==> src/rtl/ipq_pkg.sv <==
`timescale 1ns / 1ps
package ipq_pkg;
    typedef enum logic [1:0] {
        BUS_IDLE  = 2'd0,
        BUS_FETCH = 2'd1,
        BUS_OPER  = 2'd2
    } bus_st_e;

    typedef enum logic [1:0] {
        QS_NONE  = 2'b00,
        QS_FIRST = 2'b01,
        QS_FLUSH = 2'b10,
        QS_NEXT  = 2'b11
    } qstat_e;
endpackage

==> src/rtl/ipq_addr_gen.sv <==
`timescale 1ns / 1ps
module ipq_addr_gen #(
    parameter int SEG_W = 16,
    parameter int OFF_W = 16,
    parameter int PA_W  = 20,
    parameter int SHIFT = 4
) (
    input  logic [SEG_W-1:0] seg_i,
    input  logic [OFF_W-1:0] off_i,
    output logic [PA_W-1:0]  phys_o
);
    localparam int RAW_W = (SEG_W + SHIFT > OFF_W) ? SEG_W + SHIFT : OFF_W;
    localparam int SUM_W = ((RAW_W > PA_W) ? RAW_W : PA_W) + 1;

    logic [SUM_W-1:0] base_w;
    logic [SUM_W-1:0] offs_w;
    logic [SUM_W-1:0] sum_w;

    // Segment is a paragraph number; the sum is truncated to the address width.
    assign base_w = SUM_W'(seg_i) << SHIFT;
    assign offs_w = SUM_W'(off_i);
    assign sum_w  = base_w + offs_w;
    assign phys_o = sum_w[PA_W-1:0];
endmodule

==> src/rtl/ipq_fifo.sv <==
`timescale 1ns / 1ps
module ipq_fifo #(
    parameter int DEPTH = 6,
    parameter int DW    = 8,
    parameter int CW    = $clog2(DEPTH + 1)
) (
    input  logic          clk,
    input  logic          rst_n,
    input  logic          flush_i,
    input  logic [1:0]    push_n_i,
    input  logic [DW-1:0] push_b0_i,
    input  logic [DW-1:0] push_b1_i,
    input  logic          pop_i,
    output logic [DW-1:0] head_o,
    output logic [CW-1:0] count_o
);
    localparam int PW = (DEPTH > 1) ? $clog2(DEPTH) : 1;

    typedef struct packed {
        logic [DEPTH-1:0][DW-1:0] mem;
        logic [PW-1:0]            rd;
        logic [PW-1:0]            wr;
        logic [CW-1:0]            cnt;
    } fifo_t;

    fifo_t cur_q, nxt_d;
    logic  do_pop;

    function automatic logic [PW-1:0] step(input logic [PW-1:0] p);
        return (p == PW'(DEPTH - 1)) ? '0 : p + PW'(1);
    endfunction

    always_comb begin
        nxt_d  = cur_q;
        do_pop = pop_i && (cur_q.cnt != '0);
        if (flush_i) begin
            nxt_d.rd  = '0;
            nxt_d.wr  = '0;
            nxt_d.cnt = '0;
        end else begin
            if (push_n_i != 2'd0) begin
                nxt_d.mem[cur_q.wr] = push_b0_i;
            end
            if (push_n_i == 2'd2) begin
                nxt_d.mem[step(cur_q.wr)] = push_b1_i;
                nxt_d.wr = step(step(cur_q.wr));
            end else if (push_n_i == 2'd1) begin
                nxt_d.wr = step(cur_q.wr);
            end
            if (do_pop) begin
                nxt_d.rd = step(cur_q.rd);
            end
            nxt_d.cnt = cur_q.cnt + CW'(push_n_i) - CW'(do_pop);
        end
    end

    always_ff @(posedge clk or negedge rst_n) begin
        if (!rst_n) begin
            cur_q <= '0;
        end else begin
            cur_q <= nxt_d;
        end
    end

    assign head_o  = cur_q.mem[cur_q.rd];
    assign count_o = cur_q.cnt;

    // occupancy never exceeds the queue size
    p_count_cap_r1: assert property (@(posedge clk) disable iff (!rst_n)
        cur_q.cnt <= CW'(DEPTH));

    // a returning word always finds room
    p_push_room_r3: assert property (@(posedge clk) disable iff (!rst_n)
        (push_n_i != 2'd0) |-> (int'(cur_q.cnt) + int'(push_n_i) <= DEPTH));

    // a read on an empty queue leaves it empty
    p_empty_read_r6: assert property (@(posedge clk) disable iff (!rst_n)
        (cur_q.cnt == '0 && push_n_i == 2'd0 && !flush_i) |=> (cur_q.cnt == '0));
endmodule

==> src/rtl/ipq_bus_ctl.sv <==
`timescale 1ns / 1ps
module ipq_bus_ctl
    import ipq_pkg::*;
#(
    parameter int             DEPTH   = 6,
    parameter int             SEG_W   = 16,
    parameter int             OFF_W   = 16,
    parameter int             PA_W    = 20,
    parameter int             CW      = $clog2(DEPTH + 1),
    parameter logic [SEG_W-1:0] RST_SEG = '1,
    parameter logic [OFF_W-1:0] RST_OFF = '0
) (
    input  logic             clk,
    input  logic             rst_n,
    input  logic             redirect_i,
    input  logic [SEG_W-1:0] tgt_seg_i,
    input  logic [OFF_W-1:0] tgt_off_i,
    input  logic             op_req_i,
    input  logic [PA_W-1:0]  op_addr_i,
    output logic             op_done_o,
    output logic             mem_req_o,
    output logic             mem_is_op_o,
    output logic [PA_W-1:0]  mem_addr_o,
    input  logic             mem_ack_i,
    input  logic [15:0]      mem_rdata_i,
    input  logic [CW-1:0]    q_count_i,
    output logic             flush_o,
    output logic [1:0]       push_n_o,
    output logic [7:0]       push_b0_o,
    output logic [7:0]       push_b1_o
);
    typedef struct packed {
        bus_st_e          st;
        logic [SEG_W-1:0] seg;
        logic [OFF_W-1:0] off;
        logic [PA_W-1:0]  addr;
        logic             discard;
    } ctl_t;

    ctl_t            cur_q, nxt_d;
    logic [PA_W-1:0] fetch_pa;
    int              free_room;

    ipq_addr_gen #(
        .SEG_W (SEG_W),
        .OFF_W (OFF_W),
        .PA_W  (PA_W),
        .SHIFT (4)
    ) u_addr (
        .seg_i  (cur_q.seg),
        .off_i  (cur_q.off),
        .phys_o (fetch_pa)
    );

    always_comb begin
        nxt_d     = cur_q;
        push_n_o  = 2'd0;
        push_b0_o = mem_rdata_i[7:0];
        push_b1_o = mem_rdata_i[15:8];
        free_room = DEPTH - int'(q_count_i);
        unique case (cur_q.st)
            BUS_IDLE: begin
                if (op_req_i) begin
                    nxt_d.st   = BUS_OPER;
                    nxt_d.addr = op_addr_i;
                end else if (!redirect_i && free_room >= 2) begin
                    nxt_d.st   = BUS_FETCH;
                    nxt_d.addr = {fetch_pa[PA_W-1:1], 1'b0};
                end
            end
            BUS_FETCH: begin
                if (mem_ack_i) begin
                    nxt_d.st      = BUS_IDLE;
                    nxt_d.discard = 1'b0;
                    if (!cur_q.discard && !redirect_i) begin
                        if (cur_q.off[0]) begin
                            push_n_o  = 2'd1;
                            push_b0_o = mem_rdata_i[15:8];
                        end else begin
                            push_n_o  = 2'd2;
                        end
                        nxt_d.off = cur_q.off + OFF_W'(push_n_o);
                    end
                end else if (redirect_i) begin
                    nxt_d.discard = 1'b1;
                end
            end
            BUS_OPER: begin
                if (mem_ack_i) begin
                    nxt_d.st = BUS_IDLE;
                end
            end
            default: nxt_d.st = BUS_IDLE;
        endcase
        if (redirect_i) begin
            nxt_d.seg = tgt_seg_i;
            nxt_d.off = tgt_off_i;
        end
    end

    always_ff @(posedge clk or negedge rst_n) begin
        if (!rst_n) begin
            cur_q         <= '0;
            cur_q.st      <= BUS_IDLE;
            cur_q.seg     <= RST_SEG;
            cur_q.off     <= RST_OFF;
        end else begin
            cur_q <= nxt_d;
        end
    end

    assign mem_req_o   = (cur_q.st != BUS_IDLE);
    assign mem_is_op_o = (cur_q.st == BUS_OPER);
    assign mem_addr_o  = cur_q.addr;
    assign op_done_o   = (cur_q.st == BUS_OPER) && mem_ack_i;
    assign flush_o     = redirect_i;

    // code fetches are word aligned
    p_even_fetch_r2: assert property (@(posedge clk) disable iff (!rst_n)
        (mem_req_o && !mem_is_op_o) |-> !mem_addr_o[0]);

    // a live fetch always has two free bytes waiting for it
    p_fetch_room_r3: assert property (@(posedge clk) disable iff (!rst_n)
        (mem_req_o && !mem_is_op_o && !cur_q.discard) |-> (int'(q_count_i) <= DEPTH - 2));

    // a pending operand on an idle port is issued next
    p_op_first_r4: assert property (@(posedge clk) disable iff (!rst_n)
        (!mem_req_o && op_req_i) |=> (mem_req_o && mem_is_op_o));

    // request held stable until acknowledged
    p_hold_req_r5: assert property (@(posedge clk) disable iff (!rst_n)
        (mem_req_o && !mem_ack_i) |=> (mem_req_o && $stable(mem_addr_o) && $stable(mem_is_op_o)));
endmodule

==> src/rtl/ipq_prefetch_unit.sv <==
`timescale 1ns / 1ps
module ipq_prefetch_unit
    import ipq_pkg::*;
#(
    parameter int DEPTH = 6,
    parameter int SEG_W = 16,
    parameter int OFF_W = 16,
    parameter int PA_W  = 20
) (
    input  logic             clk,
    input  logic             rst_n,
    input  logic             redirect_i,
    input  logic [SEG_W-1:0] redirect_seg_i,
    input  logic [OFF_W-1:0] redirect_off_i,
    input  logic             op_req_i,
    input  logic [PA_W-1:0]  op_addr_i,
    output logic             op_done_o,
    output logic             mem_req_o,
    output logic             mem_is_op_o,
    output logic [PA_W-1:0]  mem_addr_o,
    input  logic             mem_ack_i,
    input  logic [15:0]      mem_rdata_i,
    output logic             byte_valid_o,
    output logic [7:0]       byte_o,
    input  logic             byte_rd_i,
    input  logic             byte_first_i,
    output logic [1:0]       qstat_o
);
    localparam int CW = $clog2(DEPTH + 1);

    logic [CW-1:0] q_count;
    logic          flush;
    logic [1:0]    push_n;
    logic [7:0]    push_b0;
    logic [7:0]    push_b1;
    logic          take;
    qstat_e        qs_d, qs_q;

    ipq_bus_ctl #(
        .DEPTH (DEPTH),
        .SEG_W (SEG_W),
        .OFF_W (OFF_W),
        .PA_W  (PA_W),
        .CW    (CW)
    ) u_bus (
        .clk         (clk),
        .rst_n       (rst_n),
        .redirect_i  (redirect_i),
        .tgt_seg_i   (redirect_seg_i),
        .tgt_off_i   (redirect_off_i),
        .op_req_i    (op_req_i),
        .op_addr_i   (op_addr_i),
        .op_done_o   (op_done_o),
        .mem_req_o   (mem_req_o),
        .mem_is_op_o (mem_is_op_o),
        .mem_addr_o  (mem_addr_o),
        .mem_ack_i   (mem_ack_i),
        .mem_rdata_i (mem_rdata_i),
        .q_count_i   (q_count),
        .flush_o     (flush),
        .push_n_o    (push_n),
        .push_b0_o   (push_b0),
        .push_b1_o   (push_b1)
    );

    ipq_fifo #(
        .DEPTH (DEPTH),
        .DW    (8),
        .CW    (CW)
    ) u_fifo (
        .clk       (clk),
        .rst_n     (rst_n),
        .flush_i   (flush),
        .push_n_i  (push_n),
        .push_b0_i (push_b0),
        .push_b1_i (push_b1),
        .pop_i     (byte_rd_i),
        .head_o    (byte_o),
        .count_o   (q_count)
    );

    assign byte_valid_o = (q_count != '0);
    assign take         = byte_rd_i && byte_valid_o && !redirect_i;

    always_comb begin
        if (redirect_i) begin
            qs_d = QS_FLUSH;
        end else if (take) begin
            qs_d = byte_first_i ? QS_FIRST : QS_NEXT;
        end else begin
            qs_d = QS_NONE;
        end
    end

    always_ff @(posedge clk or negedge rst_n) begin
        if (!rst_n) begin
            qs_q <= QS_NONE;
        end else begin
            qs_q <= qs_d;
        end
    end

    assign qstat_o = qs_q;

    // redirect leaves nothing to consume on the next cycle
    p_flush_empty_r7: assert property (@(posedge clk) disable iff (!rst_n)
        redirect_i |=> !byte_valid_o);

    // redirect is reported with the flush code
    p_flush_code_r10: assert property (@(posedge clk) disable iff (!rst_n)
        redirect_i |=> (qstat_o == 2'b10));
endmodule

==> config.mk <==
export PLATFORM = sky130hd
export DESIGN_NAME = ipq_prefetch_unit
export DESIGN_NICKNAME = d
export VERILOG_FILES = /design/src/rtl/ipq_pkg.sv /design/src/rtl/ipq_addr_gen.sv /design/src/rtl/ipq_fifo.sv /design/src/rtl/ipq_bus_ctl.sv /design/src/rtl/ipq_prefetch_unit.sv
export SDC_FILE = /design/constraint.sdc
export NUM_CORES = 1
export LEC_CHECK = 0
export CELL_PAD_IN_SITES_DETAIL_PLACEMENT = 1
export CELL_PAD_IN_SITES_GLOBAL_PLACEMENT = 2
export CORE_UTILIZATION = 36
export DETAILED_ROUTE_END_ITERATION = 10
export HOLD_SLACK_MARGIN = 0.02
export PLACE_DENSITY = 0.93
export SLEW_MARGIN = 20
export SYNTH_ARGS = -nofsm -noshare
export SYNTH_HDL_FRONTEND = slang
export SYNTH_SLANG_ARGS = --single-unit
==> constraint.sdc <==
create_clock -name clk -period 5.5 [get_ports clk]
set_input_delay 0.55 -clock clk [delete_from_list [all_inputs] [get_ports clk]]
set_output_delay 0.55 -clock clk [all_outputs]
set_load 0.02 [all_outputs]
# Word-level counts from Yosys, hierarchy flattened
# Index checks and enable logic that the tools add are counted.
# W data, S select, Z words.
[word_totals]
mem_bits_rw = 0
output_inout_bits = 34
elab_cells = 106
latch_bits = 0
in_bits = 75
regBits = 114
rom_bits = 0
mem_count = 0
[classes]
shift = 0
n_mux = 44
magnitude_cmp = 6
eq_ne = 9
bitwise = 0
mul = 0
n_reduce_logical = 24
n_addsub = 8
div_mod_pow = 0
[op_table]
columns = ["cell", "n"]
rows = [
  ["$mux W48", 3],
  ["$bwmux W48", 2],
  ["$mux W16", 4],
  ["$mux W8", 7],
  ["$demux W8 S3", 2],
  ["$mux W20", 2],
  ["$ge A32 B3 Y1 const B", 1],
  ["$mux W2", 13],
  ["$bmux W8 S3", 1],
  ["$add A20 B16 Y20", 1],
  ["$mux W3", 6],
  ["$add A16 B2 Y16", 1],
  ["$reduce_bool A2 Y1", 7],
  ["$lt A3 B4 Y1 const B", 3],
  ["$add A3 B1 Y3 const B", 3],
  ["$eq A3 B3 Y1 const B", 3],
  ["$mux W9", 1],
  ["$logic_and A1 B1 Y1", 7],
  ["$ge A3 B1 Y1 const B", 2],
  ["$reduce_and A2 Y1", 3],
  ["$reduce_bool A3 Y1", 2],
  ["$eq A2 B1 Y1 const B", 2],
  ["$eq A2 B2 Y1 const B", 2],
  ["$pmux W2 S2", 1],
  ["other kinds (10)", 12],
]

# Logic depth before layout (Yosys ltp)
[logic_depth]
ltp_word = 13
depth_mapped = 11

# Modules after synthesis
# Synthesis repeated with hierarchy kept, for this count alone.
[hier_totals]
hier_cells = 696
area_unflattened_um2 = 7070.5
[modules_own_cells]
columns = ["mod", "area_each_um2", "instances", "seq_area_each_um2", "cells_per_inst"]
rows = [
  ["ipq_fifo", 3144.3, 1, 1426.4, 290],
  ["ipq_bus_ctl", 3021.6, 1, 1396.3, 292],
  ["ipq_addr_gen", 820.8, 1, 0.0, 108],
  ["ipq_prefetch_unit", 83.8, 1, 50.0, 6],
]

# Worst setup path before layout
# Ideal clock, no wire load.
[synth_timing]
path_type = "reg-to-reg"
from = "register u_bus.cur_q[25] (netlist bit)"
to = "register u_bus.cur_q (netlist bit u_bus.mem_addr_o[18])"
path_stages_with_launch = 9
slack_ps = 3172
required_time_ps = 5369
path_buffers = 0
arrival_ps = 2197
setup_ps = 131
path_cell_list = "dfrtp_1 > ha_1 > fa_1 > a21o_1 > a311o_1 > and4_1 > o211ai_1 > xor2_1 > o21ai_0"
[synth_via]
elab_chain_cells = 3
[synth_rtl]
columns = ["element", "line", "source"]
rows = [
  ["from (decl)", "ipq_bus_ctl.sv:40", "ctl_t cur_q, nxt_d;"],
  ["from (signal assigned)", "ipq_bus_ctl.sv:108", "cur_q <= nxt_d;"],
  ["$add A20 B16 Y20", "ipq_addr_gen.sv:22", "assign sum_w = base_w + offs_w;"],
  ["$mux W20", "ipq_bus_ctl.sv:66", "end else if (!redirect_i && free_room >= 2) begin"],
  ["$mux W20", "ipq_bus_ctl.sv:63", "if (op_req_i) begin"],
]
# Every way passes these cells. The select of a mux whose other input is x is not followed.
# A chain may end at the register's enable or synchronous reset.

# Worst setup path after layout
[layout_timing]
from = "register u_fifo.cur_q[6] (netlist bit)"
to = "output port byte_o[7]"
[layout_via]
elab_chain_cells = 2
[layout_rtl]
columns = ["element", "line", "source"]
rows = [
  ["from (decl)", "ipq_fifo.sv:26", "fifo_t cur_q, nxt_d;"],
  ["from (signal assigned)", "ipq_fifo.sv:61", "cur_q <= nxt_d;"],
  ["$bmux W8 S3", "ipq_fifo.sv:65", "assign head_o = cur_q.mem[cur_q.rd];"],
  ["$mux W8 (not written as such)", "ipq_fifo.sv:65", ""],
  ["to (decl)", "ipq_prefetch_unit.sv:24", "output logic [7:0] byte_o,"],
]
# Every way passes these cells. The select of a mux whose other input is x is not followed.

==> flow_summary.toml <==
[outcome]
status = "completed"

[placement]
numPortBuffers = 108
gp_congestion = 0.847
hpwlAfterDp_um = 13700

[final_layout]
layout_commonest_cell = "clkdlybuf4s50_1"
final_cell_mix = "clkdlybuf4s50_1, dfrtp_1, nand2_1, a21oi_1, o21ai_0"
syn_to_final_growth_pct = 27.2
drive_above_1_share_pct = 13.1
nets = 822
num_antenna_cells = 0

[clock_tree]
clock-sinks = 114
cts_max_path_buffers = 2
cts_tree = "built"
clkSlewWorstSetupHoldPaths_ns = 0.06
cts_root_buf = "clkbuf_16"
post_cts_buffers = 0
htree_levels = 4
insertion_delay_ns = 0.42
cts_resized = 0
ctsHoldBuffers = 0
numCtsBuffers = 17

[floorplan]
initial_core_util_pct = 36.9
die_w_um = 135
die-area_sq_um = 18300
top_level_ports = 109
die_h_um = 135
fp-row-count = 48
fp.coreArea_sq_um = 17400

[setup_path]
setup.worst_path.end = "byte_o[7]"
crit_family = "flip-flops"
regToRegSetupSlack_ns = 2.46
crit_type = "reg2out"
slowest_stage = "dfrtp_1"
cpPeakStageDelay_ns = 1.05
crit_required_ns = 4.95
crit_chain = "mux4_2 -> inv_1 -> o22ai_1 -> clkdlybuf4s50_1"
cp_max_fo = 18
path_buf_inv = 2
worstRegToRegCells = 8
crit_start = "u_fifo.cur_q[6]"
arrival_ns = 2.84
end_kind = "output pin"
start_kind = "register"
crit_cells = 4
r2r-end = "u_bus.cur_q[36]"
r2r-start = "u_bus.cur_q[21]"

[synth]
ys_warn_count = 0
synthTopCellsByArea = "dfrtp_1, dfstp_2, a21oi_1"
yosys.area_share.simple_pct = 12.6
muxShareOfSynthArea_pct = 9.20
synth_nets = 742
synth_area_per_cell_sq_um = 9.98
synth_edf_count = 0
async_flop_share_pct = 100
synth-compound-area-share_pct = 18.4
synth_cell_types = 56
ys.flop_type = "dfrtp_1"
synth_top_area_share_pct = 38.3
synthCells = 642
synth-seq-area-share_pct = 44.8
synth_fa_ha_area_share_pct = 5.12
synth_top_family_by_area = "compound AO/OA/AOI/OAI gates"
synth-xor-area-share_pct = 4.10
synth_seq_cells = 114
synth_area_sq_um = 6410
yosysTopAreaCell = "dfrtp_1"

[drt]
route.detailed.drc = 0
route.vias.total = 5321
dr.pass1.iters = 4
drt_iter0_drc = 242
drtAntennaViolNets = 0
vias_per_cell = 5.54
wire_per_inst_um = 20.3
wl_um = 19500

[timing]
worst_pin_slew_ns = 1.08
timing.hold.ws_ns = 0.246
fin_skew_ns = 0.00962
relSlewSlack_pct = 27.6
setup_tns_ns = 0
setup_viol = 0
slew_violations = 0
hold_violations = 0
rsz0062_at_grt = "false"
fmax_mhz = 295
fin_crit_sh_pct = 61.6
fin_crit_ns = 3.39

[pwr]
pwr_density_cell_nw_per_um2 = 462
leakage_uw = 0.00343
fin_total_pwr_uw = 3760
ir_drop_uv = 206

[global_route]
grt_pass1_wl_um = 31300
grt_max_degree = 67
grtUsageTotal_pct = 22.4
overflow = 0
first_global_vias = 5799
antenna_found_initial = 0

[job]
maxCapViolCount = 0

[hold_path]
hold_class = "in2async"
registers in the layout, indices dropped and copies added, names as in the netlist:
name              count
u_fifo.cur_q         54
u_bus.cur_q          35
u_bus.mem_addr_o     20
u_fifo.count_o        3
qstat_o               2
logic make-up after synthesis:
logic type	count (synthesis)
and+or+nand+nor	165
xor gates and xnor gates	30
AOI/OAI and AO/OA	188
adders and majority gates	25
buffers and inverters	73
DFF	114
muxes	47
power breakdown:
part	total, uW	leakage (uW)	switching, uW	internal, uW
combinational	1330	0.00174	688	643
sequential	1230	0.00139	187	1050
clock	1200	0.000298	413	783
how the worst min path moves through the flow:
| stage | startpoint | endpoint | depth (start not counted) | slack (ns) |
|---|---|---|---|---|
| floorplan | rst_n | qstat_o[0] | 0 | 0.25 |
| global placement | u_bus.mem_addr_o[8] | u_bus.mem_addr_o[8] | 2 | 0.47 |
| detailed placement | u_bus.mem_addr_o[9] | u_bus.mem_addr_o[9] | 2 | 0.48 |
| CTS | rst_n | u_bus.mem_addr_o[8] | 1 | 0.27 |
| global route | rst_n | u_bus.cur_q[32] | 1 | 0.30 |
| finish | rst_n | u_bus.cur_q[32] | 1 | 0.25 |
per-layer routing:
layer	vias to the layer above	share of wire, %	GRT usage [%]
met4	0	1.7	8.30
met5	-	0	0
li1	2463	-	-
met2	132	51	39.0
met3	28	4.5	4.83
met1	2698	43	26.9
final cells by class:
cell class | instances | area, sq um
Fill cell | 1915 | 9210
Multi-Input combinational cell | 455 | 3180
Sequential cell | 114 | 2870
Timing Repair Buffer | 110 | 1090
Clock buffer | 20 | 457
Tap cell | 225 | 282
Clock inverter | 12 | 181
Inverter | 24 | 90.1
stage by stage:
| step | instance area, sq um | instances | setup slack [ns] | utilization, % |
|---|---|---|---|---|
| after detailed placement | 7500 | 928 | 2.31 | 43.2 |
| after global routing | 8150 | 960 | 1.98 | 46.9 |
| final | 8150 | 960 | 2.11 | 46.9 |
| after global placement | 7500 | 928 | 2.38 | 43.2 |
| after CTS | 8140 | 960 | 2.10 | 46.9 |
| after floorplan | 6410 | 642 | 3.17 | - |
synthesized netlist by cell type, types with 8 or more instances:
| cell | count |
|---|---|
| nand2_1 | 63 |
| xnor2_1 | 19 |
| dfrtp_1 | 98 |
| o22ai_1 | 30 |
| and3_1 | 13 |
| o221a_2 | 10 |
| inv_1 | 24 |
| xor2_1 | 11 |
| a21oi_1 | 59 |
| dfstp_2 | 16 |
| mux4_2 | 8 |
| mux2_2 | 15 |
| o21ai_0 | 47 |
| nand3_1 | 14 |
| clkbuf_1 | 15 |
| mux2i_1 | 24 |
| nor2_1 | 38 |
| ha_1 | 23 |
| o221a_1 | 8 |
| buf_4 | 21 |
worst reg2reg max path, cell delays in order, from the launching register on:
cell and delay, ns:
dfrtp_1 0.72, inv_1 0.40, ha_1 0.44, a21oi_1 0.08, nor3b_1 0.54, nand4_1 0.30, nor2_1 0.21, xnor2_1 0.13
o21ai_0 0.09
Power figures use the tool's default switching activity.
